--- src/rtl/tmr_pkg.sv ---
package tmr_pkg;

  localparam int N_CHAN = 2;
  localparam int BYTE_W = 8;
  localparam int ADDR_W = 3;

  typedef enum logic [1:0] {
    MODE_PRE13   = 2'd0,
    MODE_FULL16  = 2'd1,
    MODE_RELOAD8 = 2'd2,
    MODE_SPLIT   = 2'd3
  } tmr_mode_e;

  // Per-channel nibble in the configuration register.
  typedef struct packed {
    logic      gate_en;
    logic      pin_src;
    tmr_mode_e mode;
  } chan_cfg_t;

  localparam logic [ADDR_W-1:0] A_CFG    = 3'd0;
  localparam logic [ADDR_W-1:0] A_RUNFLG = 3'd1;
  localparam logic [ADDR_W-1:0] A_C0LO   = 3'd2;
  localparam logic [ADDR_W-1:0] A_C0HI   = 3'd3;
  localparam logic [ADDR_W-1:0] A_C1LO   = 3'd4;
  localparam logic [ADDR_W-1:0] A_C1HI   = 3'd5;

endpackage

--- src/rtl/tmr_tick_div.sv ---
module tmr_tick_div #(
  parameter int DIV = 12
) (
  input  logic clk,
  input  logic rst_n,
  output logic tick
);
  localparam int CW = (DIV > 1) ? $clog2(DIV) : 1;
  localparam logic [CW-1:0] LAST = CW'(DIV - 1);

  logic [CW-1:0] cnt_q, cnt_d;

  always_comb begin
    if (cnt_q == LAST) cnt_d = '0;
    else               cnt_d = cnt_q + 1'b1;
  end

  always_ff @(posedge clk or negedge rst_n) begin
    if (!rst_n) cnt_q <= '0;
    else        cnt_q <= cnt_d;
  end

  assign tick = (cnt_q == LAST);
endmodule

--- src/rtl/tmr_sync.sv ---
module tmr_sync #(
  parameter int WIDTH  = 2,
  parameter int STAGES = 2
) (
  input  logic             clk,
  input  logic             rst_n,
  input  logic [WIDTH-1:0] d,
  output logic [WIDTH-1:0] q
);
  logic [WIDTH-1:0] stage_q [STAGES];

  genvar s;
  generate
    for (s = 0; s < STAGES; s++) begin : g_stage
      always_ff @(posedge clk or negedge rst_n) begin
        if (!rst_n) stage_q[s] <= '0;
        else if (s == 0) stage_q[s] <= d;
        else stage_q[s] <= stage_q[(s == 0) ? 0 : s-1];
      end
    end
  endgenerate

  assign q = stage_q[STAGES-1];
endmodule

--- src/rtl/tmr_fall_det.sv ---
module tmr_fall_det #(
  parameter int WIDTH = 2
) (
  input  logic             clk,
  input  logic             rst_n,
  input  logic [WIDTH-1:0] level,
  output logic [WIDTH-1:0] fall
);
  logic [WIDTH-1:0] prev_q;

  always_ff @(posedge clk or negedge rst_n) begin
    if (!rst_n) prev_q <= '0;
    else        prev_q <= level;
  end

  assign fall = prev_q & ~level;
endmodule

--- src/rtl/tmr_chan.sv ---
module tmr_chan
  import tmr_pkg::*;
#(
  parameter int W         = BYTE_W,
  parameter int PRE_BITS  = 5,
  parameter bit HAS_SPLIT = 1'b0
) (
  input  logic         clk,
  input  logic         rst_n,
  input  tmr_mode_e    mode,
  input  logic         inc,
  input  logic         inc_split,
  input  logic         wr_lo,
  input  logic         wr_hi,
  input  logic [W-1:0] wr_byte,
  output logic [W-1:0] lo,
  output logic [W-1:0] hi,
  output logic         ovf,
  output logic         ovf_split
);
  localparam logic [PRE_BITS-1:0] PRE_MAX = {PRE_BITS{1'b1}};
  localparam logic [W-1:0]        BYTE_MAX = {W{1'b1}};

  logic [W-1:0] lo_q, hi_q, lo_d, hi_d;
  logic [W-1:0] lo_nx, hi_nx;
  logic         ovf_c, ovf_s;

  // Counting next state
  always_comb begin
    lo_nx = lo_q;
    hi_nx = hi_q;
    ovf_c = 1'b0;
    ovf_s = 1'b0;
    unique case (mode)
      MODE_PRE13: begin
        if (inc) begin
          if (lo_q[PRE_BITS-1:0] == PRE_MAX) begin
            lo_nx[PRE_BITS-1:0] = '0;
            hi_nx = hi_q + 1'b1;
            ovf_c = (hi_q == BYTE_MAX);
          end else begin
            lo_nx[PRE_BITS-1:0] = lo_q[PRE_BITS-1:0] + 1'b1;
          end
        end
      end
      MODE_FULL16: begin
        if (inc) begin
          {hi_nx, lo_nx} = {hi_q, lo_q} + 1'b1;
          ovf_c = (hi_q == BYTE_MAX) && (lo_q == BYTE_MAX);
        end
      end
      MODE_RELOAD8: begin
        if (inc) begin
          if (lo_q == BYTE_MAX) begin
            lo_nx = hi_q;
            ovf_c = 1'b1;
          end else begin
            lo_nx = lo_q + 1'b1;
          end
        end
      end
      MODE_SPLIT: begin
        if (HAS_SPLIT) begin
          if (inc) begin
            lo_nx = lo_q + 1'b1;
            ovf_c = (lo_q == BYTE_MAX);
          end
          if (inc_split) begin
            hi_nx = hi_q + 1'b1;
            ovf_s = (hi_q == BYTE_MAX);
          end
        end
      end
      default: ;
    endcase
  end

  // Register writes override the counting result
  always_comb begin
    lo_d = wr_lo ? wr_byte : lo_nx;
    hi_d = wr_hi ? wr_byte : hi_nx;
  end

  always_ff @(posedge clk or negedge rst_n) begin
    if (!rst_n) begin
      lo_q <= '0;
      hi_q <= '0;
    end else begin
      lo_q <= lo_d;
      hi_q <= hi_d;
    end
  end

  assign lo        = lo_q;
  assign hi        = hi_q;
  assign ovf       = ovf_c;
  assign ovf_split = ovf_s;
endmodule

--- src/rtl/timer_counter_unit.sv ---
module timer_counter_unit
  import tmr_pkg::*;
#(
  parameter int OSC_DIV     = 12,
  parameter int PRE_BITS    = 5,
  parameter int SYNC_STAGES = 2
) (
  input  logic              clk,
  input  logic              rst_n,
  input  logic              wr_en,
  input  logic [ADDR_W-1:0] wr_addr,
  input  logic [BYTE_W-1:0] wr_data,
  input  logic [ADDR_W-1:0] rd_addr,
  output logic [BYTE_W-1:0] rd_data,
  input  logic [N_CHAN-1:0] cnt_pin,
  input  logic [N_CHAN-1:0] gate_pin,
  input  logic [N_CHAN-1:0] flag_ack,
  output logic [N_CHAN-1:0] irq,
  output logic              baud_pulse
);
  localparam int CFG_W = $bits(chan_cfg_t);

  // Reset release synchronizer
  logic [1:0] rst_sync_q;
  logic       rst_int_n;

  always_ff @(posedge clk or negedge rst_n) begin
    if (!rst_n) rst_sync_q <= 2'b00;
    else        rst_sync_q <= {rst_sync_q[0], 1'b1};
  end
  assign rst_int_n = rst_sync_q[1];

  // Configuration, run, flag and baud registers
  logic [BYTE_W-1:0] cfg_q, cfg_d;
  logic [N_CHAN-1:0] run_q, run_d;
  logic [N_CHAN-1:0] flag_q, flag_d, flag_set;
  logic              baud_q, baud_d;

  chan_cfg_t         cfg [N_CHAN];
  logic              tick;
  logic [N_CHAN-1:0] cnt_lvl, cnt_fall, gate_lvl;
  logic [N_CHAN-1:0] src, allow, inc, inc_split;
  logic [N_CHAN-1:0] ovf, ovf_split;
  logic [N_CHAN-1:0] wr_lo, wr_hi;
  logic [BYTE_W-1:0] c_lo [N_CHAN];
  logic [BYTE_W-1:0] c_hi [N_CHAN];
  logic              cnt_wr, wr_cfg, wr_runflg, split0;

  tmr_tick_div #(.DIV(OSC_DIV)) u_div (
    .clk  (clk),
    .rst_n(rst_int_n),
    .tick (tick)
  );

  tmr_sync #(.WIDTH(N_CHAN), .STAGES(SYNC_STAGES)) u_cnt_sync (
    .clk  (clk),
    .rst_n(rst_int_n),
    .d    (cnt_pin),
    .q    (cnt_lvl)
  );

  tmr_fall_det #(.WIDTH(N_CHAN)) u_cnt_fall (
    .clk  (clk),
    .rst_n(rst_int_n),
    .level(cnt_lvl),
    .fall (cnt_fall)
  );

  tmr_sync #(.WIDTH(N_CHAN), .STAGES(SYNC_STAGES)) u_gate_sync (
    .clk  (clk),
    .rst_n(rst_int_n),
    .d    (gate_pin),
    .q    (gate_lvl)
  );

  // Write decode
  always_comb begin
    wr_cfg    = wr_en && (wr_addr == A_CFG);
    wr_runflg = wr_en && (wr_addr == A_RUNFLG);
    cnt_wr    = wr_en && (wr_addr >= A_C0LO) && (wr_addr <= A_C1HI);
  end

  // Per-channel enables and count datapath
  genvar i;
  generate
    for (i = 0; i < N_CHAN; i++) begin : g_ch
      assign cfg[i]   = chan_cfg_t'(cfg_q[i*CFG_W +: CFG_W]);
      assign src[i]   = cfg[i].pin_src ? cnt_fall[i] : tick;
      assign allow[i] = run_q[i] && (!cfg[i].gate_en || gate_lvl[i]);
      assign inc[i]   = src[i] && allow[i] && !cnt_wr;
      assign wr_lo[i] = wr_en && (wr_addr == ADDR_W'(A_C0LO + 2*i));
      assign wr_hi[i] = wr_en && (wr_addr == ADDR_W'(A_C0HI + 2*i));

      if (i == 0) begin : g_split_src
        assign inc_split[i] = tick && run_q[1] && !cnt_wr;
      end else begin : g_no_split_src
        assign inc_split[i] = 1'b0;
      end

      tmr_chan #(
        .W        (BYTE_W),
        .PRE_BITS (PRE_BITS),
        .HAS_SPLIT(i == 0)
      ) u_chan (
        .clk      (clk),
        .rst_n    (rst_int_n),
        .mode     (cfg[i].mode),
        .inc      (inc[i]),
        .inc_split(inc_split[i]),
        .wr_lo    (wr_lo[i]),
        .wr_hi    (wr_hi[i]),
        .wr_byte  (wr_data),
        .lo       (c_lo[i]),
        .hi       (c_hi[i]),
        .ovf      (ovf[i]),
        .ovf_split(ovf_split[i])
      );
    end
  endgenerate

  assign split0 = (cfg[0].mode == MODE_SPLIT);

  // Flag set sources
  always_comb begin
    flag_set[0] = ovf[0];
    flag_set[1] = (ovf[1] && !split0) || ovf_split[0] || ovf_split[1];
  end

  // Next-state for control registers
  always_comb begin
    cfg_d  = wr_cfg ? wr_data : cfg_q;
    baud_d = ovf[1];
    for (int c = 0; c < N_CHAN; c++) begin
      run_d[c] = wr_runflg ? wr_data[c] : run_q[c];
      if (flag_set[c])      flag_d[c] = 1'b1;
      else if (wr_runflg)   flag_d[c] = wr_data[N_CHAN + c];
      else if (flag_ack[c]) flag_d[c] = 1'b0;
      else                  flag_d[c] = flag_q[c];
    end
  end

  always_ff @(posedge clk or negedge rst_int_n) begin
    if (!rst_int_n) begin
      cfg_q  <= '0;
      run_q  <= '0;
      flag_q <= '0;
      baud_q <= 1'b0;
    end else begin
      cfg_q  <= cfg_d;
      run_q  <= run_d;
      flag_q <= flag_d;
      baud_q <= baud_d;
    end
  end

  // Read port
  always_comb begin
    unique case (rd_addr)
      A_CFG:    rd_data = cfg_q;
      A_RUNFLG: rd_data = {{(BYTE_W - 2*N_CHAN){1'b0}}, flag_q, run_q};
      A_C0LO:   rd_data = c_lo[0];
      A_C0HI:   rd_data = c_hi[0];
      A_C1LO:   rd_data = c_lo[1];
      A_C1HI:   rd_data = c_hi[1];
      default:  rd_data = '0;
    endcase
  end

  assign irq        = flag_q;
  assign baud_pulse = baud_q;
endmodule

--- config.mk ---
export PLATFORM = sky130hd
export DESIGN_NAME = timer_counter_unit
export DESIGN_NICKNAME = d
export VERILOG_FILES = /design/src/rtl/tmr_pkg.sv /design/src/rtl/tmr_tick_div.sv /design/src/rtl/tmr_sync.sv /design/src/rtl/tmr_fall_det.sv /design/src/rtl/tmr_chan.sv /design/src/rtl/timer_counter_unit.sv
export SDC_FILE = /design/constraint.sdc
export NUM_CORES = 1
export LEC_CHECK = 0
export CORE_ASPECT_RATIO = 1.75
export CORE_MARGIN = 2
export CORE_UTILIZATION = 45
export DETAILED_ROUTE_END_ITERATION = 16
export PLACE_DENSITY_LB_ADDON = 0.08
export SYNTH_ARGS = -nofsm -noshare
export SYNTH_HDL_FRONTEND = slang
export SYNTH_HIERARCHICAL = 1
export SYNTH_SLANG_ARGS = --single-unit
--- constraint.sdc ---
create_clock -name clk -period 1.9 [get_ports clk]
set_input_delay 0.38 -clock clk [delete_from_list [all_inputs] [get_ports clk]]
set_output_delay 0.38 -clock clk [all_outputs]
set_load 0.02 [all_outputs]
Yosys cells after proc, flatten, opt, wreduce, memory -nomap -nowiden
Index checks and enable logic that the tools add are counted.

Bits of input ports: 23. Logic and storage cells: 163. Register bits after elaboration: 61.

Add/sub/neg operators: 9. Magnitude comparators: 2. Reductions and logical operators: 43. Equality and inequality tests: 36. Muxes and demuxes: 53. Bitwise gates (word level): 2.

Operators by type and width (count): 8-bit two-way mux (18); 8-bit one-hot mux with 6 select lines (1); 3-bit by 1-bit inequality test with 1-bit output (second input constant) (14); 16-bit by 1-bit adder with 16-bit output (second input constant) (2); 8-bit by 1-bit adder with 8-bit output (second input constant) (4); 8-bit == test (second input constant) (4); 8-bit one-hot mux with 3 select lines (1); 1-bit two-way mux (21); 5-bit two-way mux (4); 5-bit one-hot mux with 4 select lines (1); 1-bit logical AND (19); 8-bit one-hot mux with 2 select lines (1); 4-bit AND reduction (4); 5-bit one-hot mux with 3 select lines (1); 3-bit by 2-bit == test with 1-bit output (second input constant) (4); 3-bit == test (second input constant) (4); 3-bit nonzero test (4); 4-bit nonzero test (3); 5-bit by 1-bit adder with 5-bit output (second input constant) (2); 5-bit == test (second input constant) (2); 3-bit one-hot mux with 3 select lines (1); 2-bit == test (second input constant) (3); 3-bit by 1-bit == test with 1-bit output (second input constant) (2); 3-bit logical NOT (2); other kinds (16) (23).

Depth between registers and ports, before layout
Word-level depth: 10. Mapped depth: 11.

Hierarchy
The synthesis kept the hierarchy.

Modules (own cells, without submodules): tmr_chan (g_ch[0].u_chan) (cells an instance 186, area each 1503.9 um^2, times used 1); tmr_chan (g_ch[1].u_chan) (cells an instance 172, area each 1387.6 um^2, times used 1); timer_counter_unit (cells an instance 105, area each 1073.5 um^2, times used 1); tmr_sync (cells an instance 6, area each 115.1 um^2, times used 2); tmr_tick_div (cells an instance 14, area each 173.9 um^2, times used 1); tmr_fall_det (cells an instance 4, area each 77.6 um^2, times used 1).

Worst setup path before layout
Ideal clock, no wire load.

Path kind: register to register. Start point: register u_div.cnt_q[0]. End point: register g_ch[0].u_chan.hi_q[4]. Path buffers: 2. Setup slack: -0.642 ns. Data required time: 1.774 ns. Setup time: 0.126 ns. Cell stages (with the launch flop): 12. Arrival time: 2.416 ns. Cells stage by stage: dfrtp_1 > ha_1 > nand2b_4 > nor2_2 > mux2i_1 > nor3_1 > clkbuf_2 > nor2b_1 > or4_4 > buf_6 > o311a_1 > a221o_1.

Word-level cells in the longest chain between the ends: 6.

Ends and longest elaborated chain: from (decl) (RTL line tmr_tick_div.sv:11) `logic [CW-1:0] cnt_q, cnt_d;`; from (signal assigned) (RTL line tmr_tick_div.sv:20) `else cnt_q <= cnt_d;`; 4-bit == test (*) (RTL line tmr_tick_div.sv:23) `assign tick = (cnt_q == LAST);`; via tick (RTL line timer_counter_unit.sv:40) `logic tick;`; 1-bit two-way mux (*) (RTL line timer_counter_unit.sv:88) `assign src[i] = cfg[i].pin_src ? cnt_fall[i] : tick;`; 1-bit logical AND (*) (2 in a row) (RTL line timer_counter_unit.sv:90) `assign inc[i] = src[i] && allow[i] && !cnt_wr;`; via inc[0] (RTL line timer_counter_unit.sv:42) `logic [N_CHAN-1:0] src, allow, inc, inc_split;`; 3-bit by 1-bit inequality test with 1-bit output (no line); 5-bit AND reduction (no line) (*); to (signal assigned) (RTL line tmr_chan.sv:90) `hi_q <= hi_d;`; to (decl) (RTL line tmr_chan.sv:24) `logic [W-1:0] lo_q, hi_q, lo_d, hi_d;`.

The timed path passes the listed nets; every way through them passes the cells marked *. A chain may end at the register's enable or synchronous reset.

Final worst setup path
Start point: register u_div.cnt_q[0]. End point: register g_ch[0].u_chan.hi_q[2].

RTL lines: 4-bit == test (RTL line tmr_tick_div.sv:23); via tick (RTL line timer_counter_unit.sv:40); 1-bit logical AND (2 in a row) (RTL line timer_counter_unit.sv:95) `assign inc_split[i] = tick && run_q[1] && !cnt_wr;`; via inc_split[0] (RTL line timer_counter_unit.sv:42); 3-bit by 1-bit inequality test with 1-bit output (no line); 5-bit AND reduction (no line).

The timed path passes the listed nets, and every way through them passes these cells.

==> parameters.txt <==
Parameter                              Value

CTS
  CTS tree ... done
  TritonCTS Sinks ... 61
  Hold buffer count at cts ... 0
  Clock latency of the later-clocked register in the worst-skew pair ... 340 ps
  Total clock buffers created by CTS ... 9
  Number of H-tree levels ... 3
  Clock buffer depth ... 2
  Buffer cell driving the clock tree root ... sky130_fd_sc_hd__clkbuf_16
  Clock-pin slew on the worst setup and hold paths ... approximately 60 ps

Placed design
  Final estimated routing congestion in global placement ... 0.9548
  Number of placed instances with taps included ... between 700 and 800
  Final HPWL DP ... 12.93 mm
  Port Buf Inserts ... 33
  Worst slack, placed ... -989.5 ps

Floorplanning
  Y dimension of the die ... 135.4 microns
  # IOs ... 34
  Initial cell density of the core ... 45.67%
  Die outline width ... 79.11 microns
  Row Count ... 48
  Core Footprint ... 9729 sq um
  Area of the die ... 10,720 sq um

Layout
  Number of cells in the finished layout apart from fillers ... 787
  Multi-input combinational cell area ... ~3100 sq um
  Synth-to-Final Area Change ... 50.61%
  Most frequent cells in the layout ... sky130_fd_sc_hd__buf_4, sky130_fd_sc_hd__dfrtp_1, sky130_fd_sc_hd__nand2_1
  Nets ... 695
  Sequential cell area in the final layout ... 1535 sq um
  Count of filler cells inserted in the layout ... ~810
  Fraction of final layout cells sized beyond drive strength 1 ... a little over two fifths
  N_diodes ... 0
  Most frequent standard cell in the layout excluding fill and tap cells ... sky130_fd_sc_hd__buf_4

Global routing
  Vias in the first global route ... just under 5,000
  Leftover overflow at the end of global routing ... 0
  Antenna violations before repair ... 0
  Largest net degree at the start of global routing ... 38
  All-layer global routing usage ... 32.98%
  Global-route wire length before repair ... 26.39 mm

Status
  Violations in the final reports ... setup timing
  Result of the run ... finished with violations

Critical path
  Cell repeated most along the worst path ... sky130_fd_sc_hd__or4_4
  Start-to-end type of the worst setup path ... reg -> reg
  Data arrival at the endpoint of the critical path ... 2780 ps
  Ordered cell list for the critical path ... ha_4 > nand2b_4 > nor2_4 > buf_6 > and3b_2 > nor2b_4 > or4_4 > or4_4 > a31oi_1
  Required @ worst endpoint ... 2160 ps
  Critical Path Sink Type ... flip-flop
  Critical-path maximum fanout ... 6
  Crit path max-delay cell type ... sky130_fd_sc_hd__or4_4
  Slowest cell delay on critical path ... 560 ps
  Startpoint Class ... flip-flop

Timing
  Setup WS post-layout ... -618.2 ps
  Worst-margin pin slew ... 786.2 ps
  Max-slew violation count ... 0
  Final worst path period need ... 2518 ps
  Final setup skew ... 5.495 ps
  Setup Total Neg Slack ... -11,380 ps
  Count of endpoints failing hold in the final timing report ... 0
  Period Utilization, post-route ... 132.5%
  Worst max-slew margin expressed relative to the limit ... 46.23%
  Final setup violation count ... 39
  Timing-limited maximum frequency ... 397.1 MHz
  Setup repair after global routing missed its margin ... true

Job
  Number of max-capacitance violations reported ... 0

Synthesis
  Syn Inst Count ... 492
  Syn Std Cell Area ... 4443 sq um
  Count of synthesis-stage warnings from yosys ... 6
  Total nets after synthesis ... 530
  Average footprint of a synthesized cell ... 9.031 sq um

Routing
  Number of DRC violations after detailed-routing iteration 0 ... 223
  Detailed Routing Iterations Pass 1 ... 5
  Avg Vias per Cell ... 6.168
  Number of nets still failing antenna checks after routing ... 0
  Total Wirelength ... 17.12 mm
  Average wire length per cell after detail routing ... 21.75 microns
  Vias ... 4,854
  Post-route DRC violation count ... 0

Power
  Total power after layout ... 0.007204 W
  Areal power density over the cells ... 1077 nW/um^2
  Worst supply voltage drop on vdd ... 646.8 uV
  Static leakage ... between 2 and 3 nW

Min path
  Type of the most critical hold path ... in -> async
per-stage QoR:
stage,area (sq um),hold slack [ps],utilization [%]
after floorplan,4523,84.41,-
after global placement,5881,258.7,60.44
after detailed placement,5881,267.7,60.44
after CTS,6459,200.0,66.38
after global routing,6691,209.3,68.78
final,6691,202.5,68.78
repair_timing:
item                                    CTS  global route
endpoints found under the setup margin   43            43
resized for setup                       117            49
endpoints found under the hold margin     0             0
setup buffers                             8             8
pin swaps                                29            19
report_power, final:
group	switching [W]	internal, W
sequential	0.000331	0.00160
combinational	0.00195	0.00177
clock	0.000660	0.000886
area by class of cell:
class / count / share of cell area, %
clock buffers: 9 / 3.366
clock inverters: 7 / 0.7292
inverters: 25 / 1.421
multi-input cells: 379 / 46.73
flip-flops and latches: 61 / 22.94
well taps: 125 / 2.337
repair buffers: 181 / 22.48
worst paths after layout:
path / from / endpoint / slack [ps] / cells after the start
worst max-delay path: u_div/cnt_q[0]$_DFF_PN0_ / g_ch[0].u_chan/hi[2]$_DFFE_PN0P_ / -620 / 9
worst min-delay path: rst_n / rst_sync_q[0]$_DFF_PN0_ / 200 / 1
worst max register to register: u_div/cnt_q[0]$_DFF_PN0_ / g_ch[0].u_chan/hi[2]$_DFFE_PN0P_ / -620 / 9
worst min register to register: rst_sync_q[1]$_DFF_PN0_ / u_gate_sync/q[1]$_DFF_PN0_ / 260 / 1
max in group asynchronous: rst_sync_q[1]$_DFF_PN0_ / g_ch[0].u_chan/lo[4]$_DFFE_PN0P_ / 1150 / 1
min in group clk: u_gate_sync/stage_q[3]$_DFF_PN0_ / u_gate_sync/q[1]$_DFF_PN0_ / 340 / 0
critical path: cells and delay by family, from the launching register on:
family / cells / cell delay (ps)
AOI/OAI and AO/OA: 1 / 170
adders and majority gates: 1 / 170
buffers and inverters: 1 / 140
DFF: 1 / 410
and+or+nand+nor: 6 / 1550
sequential cells by signal (all words and copies together) (netlist names), 2 cells and up:
| name | flops |
|---|---|
| cfg_q | 8 |
| u_cnt_sync/stage_q | 2 |
| rst_sync_q | 2 |
| run_q | 2 |
| u_cnt_fall/prev_q | 2 |
| g_ch.u_chan/lo | 16 |
| u_gate_sync/stage_q | 2 |
| u_div/cnt_q | 4 |
| u_cnt_sync/q | 2 |
| g_ch.u_chan/hi | 16 |
| irq | 2 |
| u_gate_sync/q | 2 |
per-layer routing:
metal	vias to the layer above	wire [microns]	track usage [%]
met1	2372	5938	33.73
met4	0	1228	23.56
li1	2215	-	-
met3	70	789	4.933
met2	197	9160	59.70
met5	-	0	0
No activity file was read; power rests on OpenSTA's default activity.
